### src/rtl/ddrct_pkg.sv
package ddrct_pkg;

    typedef enum logic [2:0] {
        OP_NONE,
        OP_ACT,
        OP_RD,
        OP_WR,
        OP_PRE,
        OP_REF
    } op_e;

    typedef struct packed {
        logic wr;
        logic ap;
    } burst_attr_t;

    // Pin pattern to command; unsupported patterns fall to OP_NONE
    function automatic op_e decode_op(input logic cs_n, input logic ras_n,
                                      input logic cas_n, input logic we_n,
                                      input logic cke);
        op_e r;
        r = OP_NONE;
        if (!cs_n) begin
            case ({ras_n, cas_n, we_n})
                3'b011:  r = OP_ACT;
                3'b101:  r = OP_RD;
                3'b100:  r = OP_WR;
                3'b010:  r = OP_PRE;
                3'b001:  r = cke ? OP_REF : OP_NONE;
                default: r = OP_NONE;
            endcase
        end
        return r;
    endfunction

    // Burst length code to beat count: 0->2, 1->4, 2/3->8
    function automatic int beats_of(input logic [1:0] code);
        int sh;
        sh = (code > 2'd2) ? 2 : int'(code);
        return 2 << sh;
    endfunction

endpackage

### src/rtl/ddrct_decode.sv
module ddrct_decode
    import ddrct_pkg::*;
(
    input  logic cs_n,
    input  logic ras_n,
    input  logic cas_n,
    input  logic we_n,
    input  logic cke,
    output op_e  op
);
    always_comb begin
        op = decode_op(cs_n, ras_n, cas_n, we_n, cke);
    end
endmodule

### src/rtl/ddrct_banks.sv
module ddrct_banks #(
    parameter int NUM_BANKS = 4,
    parameter int BA_W      = 2
) (
    input  logic                 clk,
    input  logic                 rst,
    input  logic [NUM_BANKS-1:0] ret_mask,
    input  logic                 go_act,
    input  logic                 go_pre,
    input  logic                 pre_all,
    input  logic                 go_ref,
    input  logic [BA_W-1:0]      idx,
    output logic [NUM_BANKS-1:0] open_q
);
    logic [NUM_BANKS-1:0] open_d;

    always_comb begin
        open_d = open_q & ~ret_mask;
        if (go_act) open_d[idx] = 1'b1;
        if (go_pre) begin
            if (pre_all) open_d = '0;
            else         open_d[idx] = 1'b0;
        end
        if (go_ref) open_d = '0;
    end

    always_ff @(posedge clk) begin
        if (rst) open_q <= '0;
        else     open_q <= open_d;
    end

    AST_ACT_SETS_BANK: assert property (@(posedge clk) disable iff (rst)
        go_act |=> open_q[$past(idx)]);
    AST_PRE_ALL_CLEARS: assert property (@(posedge clk) disable iff (rst)
        (go_pre && pre_all) |=> (open_q == '0));
endmodule

### src/rtl/ddrct_burst.sv
module ddrct_burst
    import ddrct_pkg::*;
#(
    parameter int BA_W   = 2,
    parameter int CNT_W  = 4,
    parameter int MAX_CL = 3
) (
    input  logic             clk,
    input  logic             rst,
    input  logic             start,
    input  logic             start_wr,
    input  logic             start_ap,
    input  logic [BA_W-1:0]  start_bank,
    input  logic [CNT_W-1:0] start_len,
    input  logic             kill,
    input  logic             cl_sel,
    output logic             busy,
    output logic             is_wr,
    output logic             ap,
    output logic [BA_W-1:0]  bank,
    output logic [CNT_W-1:0] beats,
    output logic             retire,
    output logic             rd_valid
);
    localparam logic [CNT_W-1:0] STEP = CNT_W'(2);

    burst_attr_t       attr;
    logic [MAX_CL-1:0] rd_pipe;

    assign busy   = (beats != '0);
    assign retire = (beats == STEP);
    assign is_wr  = attr.wr;
    assign ap     = attr.ap;

    always_ff @(posedge clk) begin
        if (rst) begin
            beats <= '0;
            attr  <= '0;
            bank  <= '0;
        end else if (kill) begin
            beats <= '0;
        end else if (start) begin
            beats   <= start_len;
            attr.wr <= start_wr;
            attr.ap <= start_ap;
            bank    <= start_bank;
        end else if (busy) begin
            beats <= beats - STEP;
        end
    end

    // Read window: the read-busy flag delayed by the latency
    always_ff @(posedge clk) begin
        if (rst) rd_pipe <= '0;
        else     rd_pipe <= {rd_pipe[MAX_CL-2:0], busy & ~attr.wr};
    end

    assign rd_valid = cl_sel ? rd_pipe[MAX_CL-1] : rd_pipe[MAX_CL-2];

    AST_BEATS_STEP_DOWN: assert property (@(posedge clk) disable iff (rst)
        (busy && !kill && !start) |=> (beats == $past(beats) - STEP));
    AST_KILL_ENDS_BURST: assert property (@(posedge clk) disable iff (rst)
        kill |=> !busy);
endmodule

### src/rtl/ddr_cmd_tracker.sv
module ddr_cmd_tracker
    import ddrct_pkg::*;
#(
    parameter int NUM_BANKS = 4,
    parameter int BA_W      = $clog2(NUM_BANKS),
    parameter int MAX_BL    = 8,
    parameter int CNT_W     = $clog2(MAX_BL) + 1,
    parameter int MAX_CL    = 3
) (
    input  logic                 clk,
    input  logic                 rst,
    input  logic                 cs_n,
    input  logic                 ras_n,
    input  logic                 cas_n,
    input  logic                 we_n,
    input  logic                 cke,
    input  logic                 a10,
    input  logic [BA_W-1:0]      ba,
    input  logic [1:0]           bl_sel,
    input  logic                 cl_sel,
    output logic                 act_stb,
    output logic                 rd_stb,
    output logic                 wr_stb,
    output logic                 pre_stb,
    output logic                 ref_stb,
    output logic                 cmd_err,
    output logic [NUM_BANKS-1:0] bank_open,
    output logic                 burst_busy,
    output logic                 burst_wr,
    output logic [CNT_W-1:0]     burst_beats,
    output logic                 rd_valid
);
    op_e                  op;
    logic                 retire, b_ap, tail_ok, col_ok;
    logic [BA_W-1:0]      b_bank;
    logic [NUM_BANKS-1:0] ret_mask, eff_open;
    logic                 go_act, go_rd, go_wr, go_pre, go_ref, bad;
    logic [CNT_W-1:0]     len;

    ddrct_decode u_dec (
        .cs_n (cs_n), .ras_n (ras_n), .cas_n (cas_n),
        .we_n (we_n), .cke (cke), .op (op)
    );

    // Bank view after this edge's auto-close has been applied
    always_comb begin
        ret_mask = '0;
        if (retire && b_ap) ret_mask[b_bank] = 1'b1;
        eff_open = bank_open & ~ret_mask;
    end

    always_comb begin
        tail_ok = !burst_busy || retire;
        col_ok  = eff_open[ba] && tail_ok;
        go_act  = (op == OP_ACT) && !eff_open[ba];
        go_rd   = (op == OP_RD)  && col_ok;
        go_wr   = (op == OP_WR)  && col_ok;
        go_pre  = (op == OP_PRE);
        go_ref  = (op == OP_REF) && (eff_open == '0);
        bad     = ((op == OP_ACT) && !go_act) ||
                  ((op == OP_RD)  && !go_rd)  ||
                  ((op == OP_WR)  && !go_wr)  ||
                  ((op == OP_REF) && !go_ref);
        len     = CNT_W'(beats_of(bl_sel));
    end

    ddrct_banks #(.NUM_BANKS(NUM_BANKS), .BA_W(BA_W)) u_banks (
        .clk (clk), .rst (rst), .ret_mask (ret_mask),
        .go_act (go_act), .go_pre (go_pre), .pre_all (a10),
        .go_ref (go_ref), .idx (ba), .open_q (bank_open)
    );

    ddrct_burst #(.BA_W(BA_W), .CNT_W(CNT_W), .MAX_CL(MAX_CL)) u_burst (
        .clk (clk), .rst (rst),
        .start (go_rd || go_wr), .start_wr (go_wr), .start_ap (a10),
        .start_bank (ba), .start_len (len), .kill (go_pre),
        .cl_sel (cl_sel), .busy (burst_busy), .is_wr (burst_wr),
        .ap (b_ap), .bank (b_bank), .beats (burst_beats),
        .retire (retire), .rd_valid (rd_valid)
    );

    always_ff @(posedge clk) begin
        if (rst) begin
            act_stb <= 1'b0;
            rd_stb  <= 1'b0;
            wr_stb  <= 1'b0;
            pre_stb <= 1'b0;
            ref_stb <= 1'b0;
            cmd_err <= 1'b0;
        end else begin
            act_stb <= go_act;
            rd_stb  <= go_rd;
            wr_stb  <= go_wr;
            pre_stb <= go_pre;
            ref_stb <= go_ref;
            cmd_err <= bad;
        end
    end

    AST_ONE_STROBE: assert property (@(posedge clk) disable iff (rst)
        $onehot0({act_stb, rd_stb, wr_stb, pre_stb, ref_stb, cmd_err}));
    AST_BURST_BANK_OPEN: assert property (@(posedge clk) disable iff (rst)
        burst_busy |-> bank_open[b_bank]);
    AST_REF_LEAVES_IDLE: assert property (@(posedge clk) disable iff (rst)
        ref_stb |-> (bank_open == '0));
    AST_ERR_KEEPS_BANKS: assert property (@(posedge clk) disable iff (rst)
        cmd_err |-> (bank_open == ($past(bank_open) & ~$past(ret_mask))));
    AST_ERR_NO_NEW_BURST: assert property (@(posedge clk) disable iff (rst)
        (cmd_err && !$past(burst_busy)) |-> !burst_busy);
endmodule

### config.mk
export PLATFORM = sky130hd
export DESIGN_NAME = ddr_cmd_tracker
export DESIGN_NICKNAME = d
export VERILOG_FILES = /design/src/rtl/ddrct_pkg.sv /design/src/rtl/ddrct_decode.sv /design/src/rtl/ddrct_banks.sv /design/src/rtl/ddrct_burst.sv /design/src/rtl/ddr_cmd_tracker.sv
export SDC_FILE = /design/constraint.sdc
export NUM_CORES = 1
export LEC_CHECK = 0
export ABC_CLOCK_PERIOD_IN_PS = 2400
export BUFFER_PORTS_ARGS = -buffer_cell sky130_fd_sc_hd__clkbuf_2
export CORE_AREA = 2 2 49 51
export DETAILED_ROUTE_END_ITERATION = 8
export DIE_AREA = 0 0 51 53
export MAX_ROUTING_LAYER = met4
export PLACE_DENSITY = 0.78
export SYNTH_ARGS = -nofsm -noshare
export SYNTH_HDL_FRONTEND = slang
export SYNTH_SLANG_ARGS = --single-unit
### constraint.sdc
create_clock -name clk -period 2.4 [get_ports clk]
set_input_delay 0.12 -clock clk [delete_from_list [all_inputs] [get_ports clk]]
set_output_delay 0.12 -clock clk [all_outputs]
set_load 0.005 [all_outputs]
==> results of run 1 <==
[worst reg2reg max path, stage by stage (launching register included)]
cell and delay [ns]:
dfxtp_1 0.37, or4b_4 0.57, o211a_4 0.27, o41a_1 0.52, o21ai_2 0.24, a211oi_1 0.07
[kinds of logic after synthesis]
kind of cell | Yosys count | share of synthesized area
buf+inv | 9 | 0.0448
mux | 1 | 0.0112
simple gates | 42 | 0.254
flops | 20 | 0.399
other cells | 1 | 0.00373
fa+ha+maj | 1 | 0.0125
compound gates | 37 | 0.267
xor+xnor | 1 | 0.00872
[area by class of cell]
class / instances / area [um2]
Fill cell: 203 / 951
Clock buffer: 4 / 36.3
Tap cell: 28 / 35.0
Multi-Input combinational cell: 83 / 559
Timing Repair Buffer: 29 / 148
Sequential cell: 20 / 400
Inverter: 5 / 18.8
[state kept, by name, indices dropped and copies added, names as in the netlist]
signal           count
u_burst.rd_pipe      3
wr_stb               1
u_burst.bank         2
pre_stb              1
u_burst.ap           1
ref_stb              1
u_burst.beats        3
u_burst.is_wr        1
cmd_err              1
u_banks.open_q       4
rd_stb               1
act_stb              1
[cell usage in the layout (no fill, tap or decap), drive strengths merged, types with 2 or more instances in the layout]
cell type	count
a32oi	2
a211oi	2
a21o	2
o211a	3
dfxtp	20
and3	2
nor3b	2
o21ai	13
nor2b	4
clkbuf	32
nand2b	3
a21oi	8
nor3	3
nand2	5
inv	5
nor2	8
nand3	6
[layer usage]
metal,global-route usage,vias to the layer above,wire length [um]
li1,-,479,-
met1,0.224,454,1050
met2,0.329,39,1180
met3,0.0339,6,134
met4,0.0946,0,37
met5,-,-,0
[metrics by stage]
| stage | cells | cell area [um2] |
|---|---|---|
| floorplan | 112 | 1000 |
| global placement | 165 | 1160 |
| detailed placement | 165 | 1160 |
| CTS | 169 | 1200 |
| global route | 169 | 1200 |
| finish | 169 | 1200 |
[power by group through the flow]
stage / registers (uW) / clock network [uW] / logic (uW)
2_1_floorplan: 379 / 0 / 110
3_3_place_gp: 379 / 0 / 166
3_5_place_dp: 382 / 0 / 170
4_1_cts: 374 / 200 / 171
5_1_grt: 378 / 210 / 188
6_report: 374 / 196 / 171
[worst paths after layout]
kind	cells after the start	end	slack [ns]
setup / recovery	5	u_burst.beats[3]	0.25
hold reg to reg	1	u_burst.rd_pipe[1]	0.45
hold / removal	2	wr_stb	0.07
setup reg to reg	5	u_burst.beats[3]	0.25
==> results.ini, run 1 <==
[timing]
maxSlewHeadroom=0.580
final_hold_viol_count=0
rsz0062_at_grt=false
setup_tns_ns=0
worst_pin_slew_ns=0.628
period_share=0.898
fmax_ghz=0.464
fin_ws_ns=0.245
whs_ns=0.0676
finClkSkew_ns=0.00441
slew_viol_final=0
min_period_ns=2.15
setup_viol=0

[power_and_ir_drop]
p_switching_uw=221
power_density_nw_per_um2=619
seq_power_share=0.505
pwr-share-clk=0.265
p_int_uw=520
combPwrFrac=0.230
peakVddDrop_mv=0.379
p_leak_uw=0.000530
power.total_uw=741
swShare=0.299

[grt]
grt_pass1_wl_mm=3.86
grt_max_degree=14
grt_use_total=0.194
grt_pass1_vias=857
grt.overflow.total=0
grt_antenna_before_repair=0

[clock_network]
postCtsSetupBuffers=0
path_clk_slew_ns=0.11
h-tree-depth=1
cts_buffer_depth=2
cts_tree=done
cts-root-buf=clkbuf_4
cts_resized=0
numCtsBuffers=3
cts.sinks=20
clock_latency_ns=0.30
cts_hold_buf=0

[worst_setup_path]
rr_startpoint=u_burst.beats[2]
end_kind=register
critPathSlowestCell=or4b_4
startpoint_type=register
critical_path_class=reg2reg
max_stage_delay_ns=0.57
crit_family=compound AO/OA/AOI/OAI gates
worstPathMaxFanout=9
crit_required_ns=2.59
startpoint=u_burst.beats[2]
crit_chain=or4b_4 > o211a_4 > o41a_1 > o21ai_2 > a211oi_1
worstPathArrival_ns=2.35
crit_buf_inv=0

[placed_design]
hpwlAfterDp_mm=1.86
gp_congestion=0.873
io_buffers=28
pre_cts_slack_ns=0.274

[logic_synthesis]
yosys_warnings=0
ys.flop_type=dfxtp_1
syn-instance-count=112
synth_seq_cells=20
synth_nets=126
async_flop_share=0
yosys.cell_count.top_type=dfxtp_1
seq_area_frac_synth=0.399
synth_top_cell_by_area=dfxtp_1
postSynthAreaPerCell_um2=8.97
ys_types=43
synth_edf_count=0
synth_top_area_share=0.399
syn-cell-area_um2=1000
yosys-top-cells-count=20 x dfxtp_1, 12 x o21ai_0, 8 x nor2_1
synthTopCellsByArea=dfxtp_1 40%, o21ai_0 6.0%, a21oi_1 3.5%

[hold_path]
hold_start=we_n
hold_class=in2reg

[final_layout]
antenna_cells=0
layout.nets=156
fin_util=0.557
areaGrowthSynthToFinish_pct=19.2
post_route_cells_drive_above_1_share=0.291

[routing]
wl_per_cell_um=14.2
vias=978
drtAntennaViolNets=0
drtPass1Iterations=4
routed_via_density=5.79
drc=0
totalWireLength_mm=2.40
drtIter0Drc=24

[floorplan]
die_w_um=51
pin_count=30
die-height_um=53
core_um2=2150
die_area_um2=2700
rows=17
start_util=0.468

[outcome]
run_status=complete, no violations

[run]
maxCapViolCount=0

Note: power is estimated with default switching activity, not from simulation.
==> run 2, diff against run 1 <==
--- a/config.mk
+++ b/config.mk
@@ -7,11 +7,12 @@
 export LEC_CHECK = 0
 export ABC_CLOCK_PERIOD_IN_PS = 2400
 export BUFFER_PORTS_ARGS = -buffer_cell sky130_fd_sc_hd__clkbuf_2
-export CORE_AREA = 2 2 49 51
+export CORE_AREA = 2 2 51 53
 export DETAILED_ROUTE_END_ITERATION = 8
-export DIE_AREA = 0 0 51 53
+export DIE_AREA = 0 0 53 55
 export MAX_ROUTING_LAYER = met4
-export PLACE_DENSITY = 0.78
+export PLACE_DENSITY = 0.81
 export SYNTH_ARGS = -nofsm -noshare
 export SYNTH_HDL_FRONTEND = slang
+export SYNTH_HIERARCHICAL = 1
 export SYNTH_SLANG_ARGS = --single-unit
==> results.ini, run 2 <==
[outcome]
run_status=complete, no violations  ; unchanged

[placed_design]
placed_area_um2=1380  ; was 1160 um2
dp.cells=186  ; was 165
hpwlAfterDp_mm=2.00  ; was 1.86 mm
io_buffers=29  ; was 28
gp_congestion=0.864  ; was 0.873

[logic_synthesis]
ys_types=43  ; unchanged
synth_seq_cells=21  ; was 20
synth_nets=140  ; was 126
yosys.cell_count.top_type=dfxtp_1  ; unchanged
postSynthAreaPerCell_um2=9.28  ; was 8.97 um2
async_flop_share=0  ; unchanged
synth_top_cell_by_area=dfxtp_1  ; unchanged
yosys-top-cells-count=21 x dfxtp_1, 12 x nor2_1, 10 x inv_1  ; was 20 x dfxtp_1, 12 x o21ai_0, 8 x nor2_1
ys.flop_type=dfxtp_1  ; unchanged
syn-cell-area_um2=1170  ; was 1000 um2
synthTopCellsByArea=dfxtp_1 36%, mux2i_1 5.1%, a221oi_2 3.9%  ; was dfxtp_1 40%, o21ai_0 6.0%, a21oi_1 3.5%
seq_area_frac_synth=0.359  ; was 0.399
syn-instance-count=126  ; was 112
yosys_warnings=6  ; was 0
synth_edf_count=0  ; unchanged
synth_top_area_share=0.359  ; was 0.399

[power_and_ir_drop]
peakVddDrop_mv=0.555  ; was 0.379 mV
p_leak_uw=0.000672  ; was 0.000530 uW
power_density_nw_per_um2=626  ; was 619 nW/um2

[final_layout]
layout_commonest_cell=clkbuf_2  ; unchanged
stdcell_area_um2=1500  ; was 1200 um2
areaGrowthSynthToFinish_pct=27.8  ; was 19.2%
antenna_cells=0  ; unchanged
reg_top3=u_banks/open_q x4, u_burst/beats x4, u_burst/rd_pipe x3  ; was u_banks.open_q x4, u_burst.beats x3, u_burst.rd_pipe x3
final_cells=198  ; was 169
final_cell_mix=29 x clkbuf_2, 19 x dfxtp_1, 12 x nor2_1, 12 x buf_4, 10 x inv_1  ; was 28 x clkbuf_2, 20 x dfxtp_1, 12 x o21ai_0, 8 x nor2_1, 7 x a21oi_1
layout.nets=183  ; was 156
post_route_cells_drive_above_1_share=0.399  ; was 0.291

[routing]
drtIter0Drc=32  ; was 24
routed_via_density=5.44  ; was 5.79
drtPass1Iterations=4  ; unchanged
drtAntennaViolNets=0  ; unchanged
wl_per_cell_um=13.8  ; was 14.2 um
drc=0  ; unchanged
vias=1077  ; was 978
totalWireLength_mm=2.74  ; was 2.40 mm

[grt]
use_met2=0.331  ; was 0.329
grt_antenna_before_repair=0  ; unchanged
grt_use_total=0.197  ; was 0.194
grt.overflow.total=0  ; unchanged
grt_pass1_wl_mm=4.08  ; was 3.86 mm
grt_max_degree=15  ; was 14
use_met3=0.0215  ; was 0.0339
grt_pass1_vias=938  ; was 857
met1_usage=0.245  ; was 0.224
grt_busiest_layer=met2  ; unchanged

[clock_network]
path_clk_slew_ns=0.13  ; was 0.11 ns
cts_hold_buf=0  ; unchanged
cts.sinks=21  ; was 20
cts_buffer_depth=2  ; unchanged
cts-root-buf=clkbuf_4  ; unchanged
h-tree-depth=1  ; unchanged
numCtsBuffers=3  ; unchanged
clock_latency_ns=0.31  ; was 0.30 ns
cts_tree=done  ; unchanged

[timing]
fmax_ghz=0.426  ; was 0.464 GHz
period_share=0.979  ; was 0.898
rsz0062_at_grt=true  ; was false
setup_tns_ns=0  ; unchanged
min_period_ns=2.35  ; was 2.15 ns
slew_viol_final=0  ; unchanged
final_hold_viol_count=0  ; unchanged
setup_viol=0  ; unchanged
finClkSkew_ns=0.00856  ; was 0.00441 ns

[worst_setup_path]
end_kind=register  ; unchanged
worstPathMaxFanout=7  ; was 9
crit_required_ns=2.63  ; was 2.59 ns
worstPathArrival_ns=2.58  ; was 2.35 ns
startpoint_type=register  ; unchanged
critical_path_class=reg2reg  ; unchanged

[run]
maxCapViolCount=0  ; unchanged

[floorplan]
die_w_um=53  ; was 51 um
rows=18  ; was 17
die-height_um=55  ; was 53 um
core_um2=2360  ; was 2150 um2
pin_count=30  ; unchanged
start_util=0.495  ; was 0.468
die_area_um2=2920  ; was 2700 um2

[hold_path]
hold_class=in2reg  ; unchanged

run 2: cell types whose count changed in the layout (fill, tap and decap cells not counted), moves of 3 or more:
cell | before | now
o21ai_0 | 12 | 1
nand3_1 | 6 | 2
inv_1 | 5 | 10
and2b_1 | 0 | 4
or3_1 | 0 | 3
mux2i_1 | 0 | 6
nand2b_1 | 3 | 6
nor2_1 | 8 | 12
a221oi_1 | 0 | 3
buf_4 | 1 | 12
a221oi_2 | 0 | 3
a21oi_1 | 7 | 2
run 2: cell type report:
| type | count | area, um2 |
|---|---|---|
| sequential | 21 | 428 |
| tap | 30 | 37.5 |
| clock inverter | 1 | 7.51 |
| fill | 213 | 870 |
| multi-input combinational | 92 | 727 |
| inverter | 10 | 37.5 |
| clock buffer | 3 | 22.5 |
| timing repair buffer | 41 | 235 |
run 2: routing by layer:
metal | vias to the layer above | share of wire
met5 | - | 0
met4 | 0 | 0.025
met3 | 8 | 0.052
met2 | 37 | 0.51
met1 | 500 | 0.41
li1 | 532 | -
run 2: cell families (layout without fill, tap and decap cells):
group,after synthesis,count (layout),synth area share
muxes,9,9,0.0834
DFF,21,21,0.359
adders and majority gates,1,1,0.0107
other,1,1,0.00321
xor gates and xnor gates,1,1,0.00749
and+or+nand+nor,62,62,0.330
buffers and inverters,13,55,0.0439
AOI/OAI and AO/OA,18,18,0.161
run 2: report_power, final:
| group | switching [uW] | internal (uW) | total [uW] | leakage, uW |
|---|---|---|---|---|
| clock | 118 | 63.5 | 182 | 0.0000139 |
| combinational | 168 | 183 | 350 | 0.000486 |
| sequential | 22.7 | 382 | 404 | 0.000172 |
| total | 309 | 628 | 937 | 0.000672 |
run 2: worst paths after layout:
| path | from | to | slack (ns) | depth (start not counted) |
|---|---|---|---|---|
| worst min register to register | u_burst/rd_pipe[0] | u_burst/rd_pipe[1] | 0.45 | 1 |
| worst max-delay path | u_burst/beats[3] | u_banks/open_q[0] | 0.05 | 8 |
| worst max register to register | u_burst/beats[3] | u_banks/open_q[0] | 0.05 | 8 |
| worst min-delay path | bl_sel[1] | u_burst/beats[3] | 0.05 | 3 |
run 2: worst max-delay path: stages (launching register included):
cell	delay, ns
dfxtp_4	0.37
nor4_4	0.24
buf_4	0.18
nand4b_1	0.16
a221oi_2	0.37
a21o_2	0.16
and3_4	0.18
or3b_1	0.36
a221oi_2	0.24
run 2: per-stage QoR:
| stage | hold slack (ns) | worst slack (ns) | total power, uW | util |
|---|---|---|---|---|
| 2_1_floorplan | 0.192 | 0.0905 | 597 | - |
| 3_3_place_gp | 0.383 | -0.00296 | 709 | 0.585 |
| 3_5_place_dp | 0.396 | -0.0222 | 717 | 0.585 |
| 4_1_cts | 0.0426 | 0.0267 | 904 | 0.605 |
| 5_1_grt | 0.0512 | -0.0986 | 995 | 0.632 |
| 6_report | 0.0513 | 0.0508 | 937 | 0.632 |
run 2: timing repair:
| item | in CTS | in global routing |
|---|---|---|
| setup buffers | 2 | 6 |
| setup endpoints to repair | 2 | 11 |
| gates resized for setup | 2 | 6 |
| gates cloned | 0 | 0 |
| pin swaps | 2 | 2 |
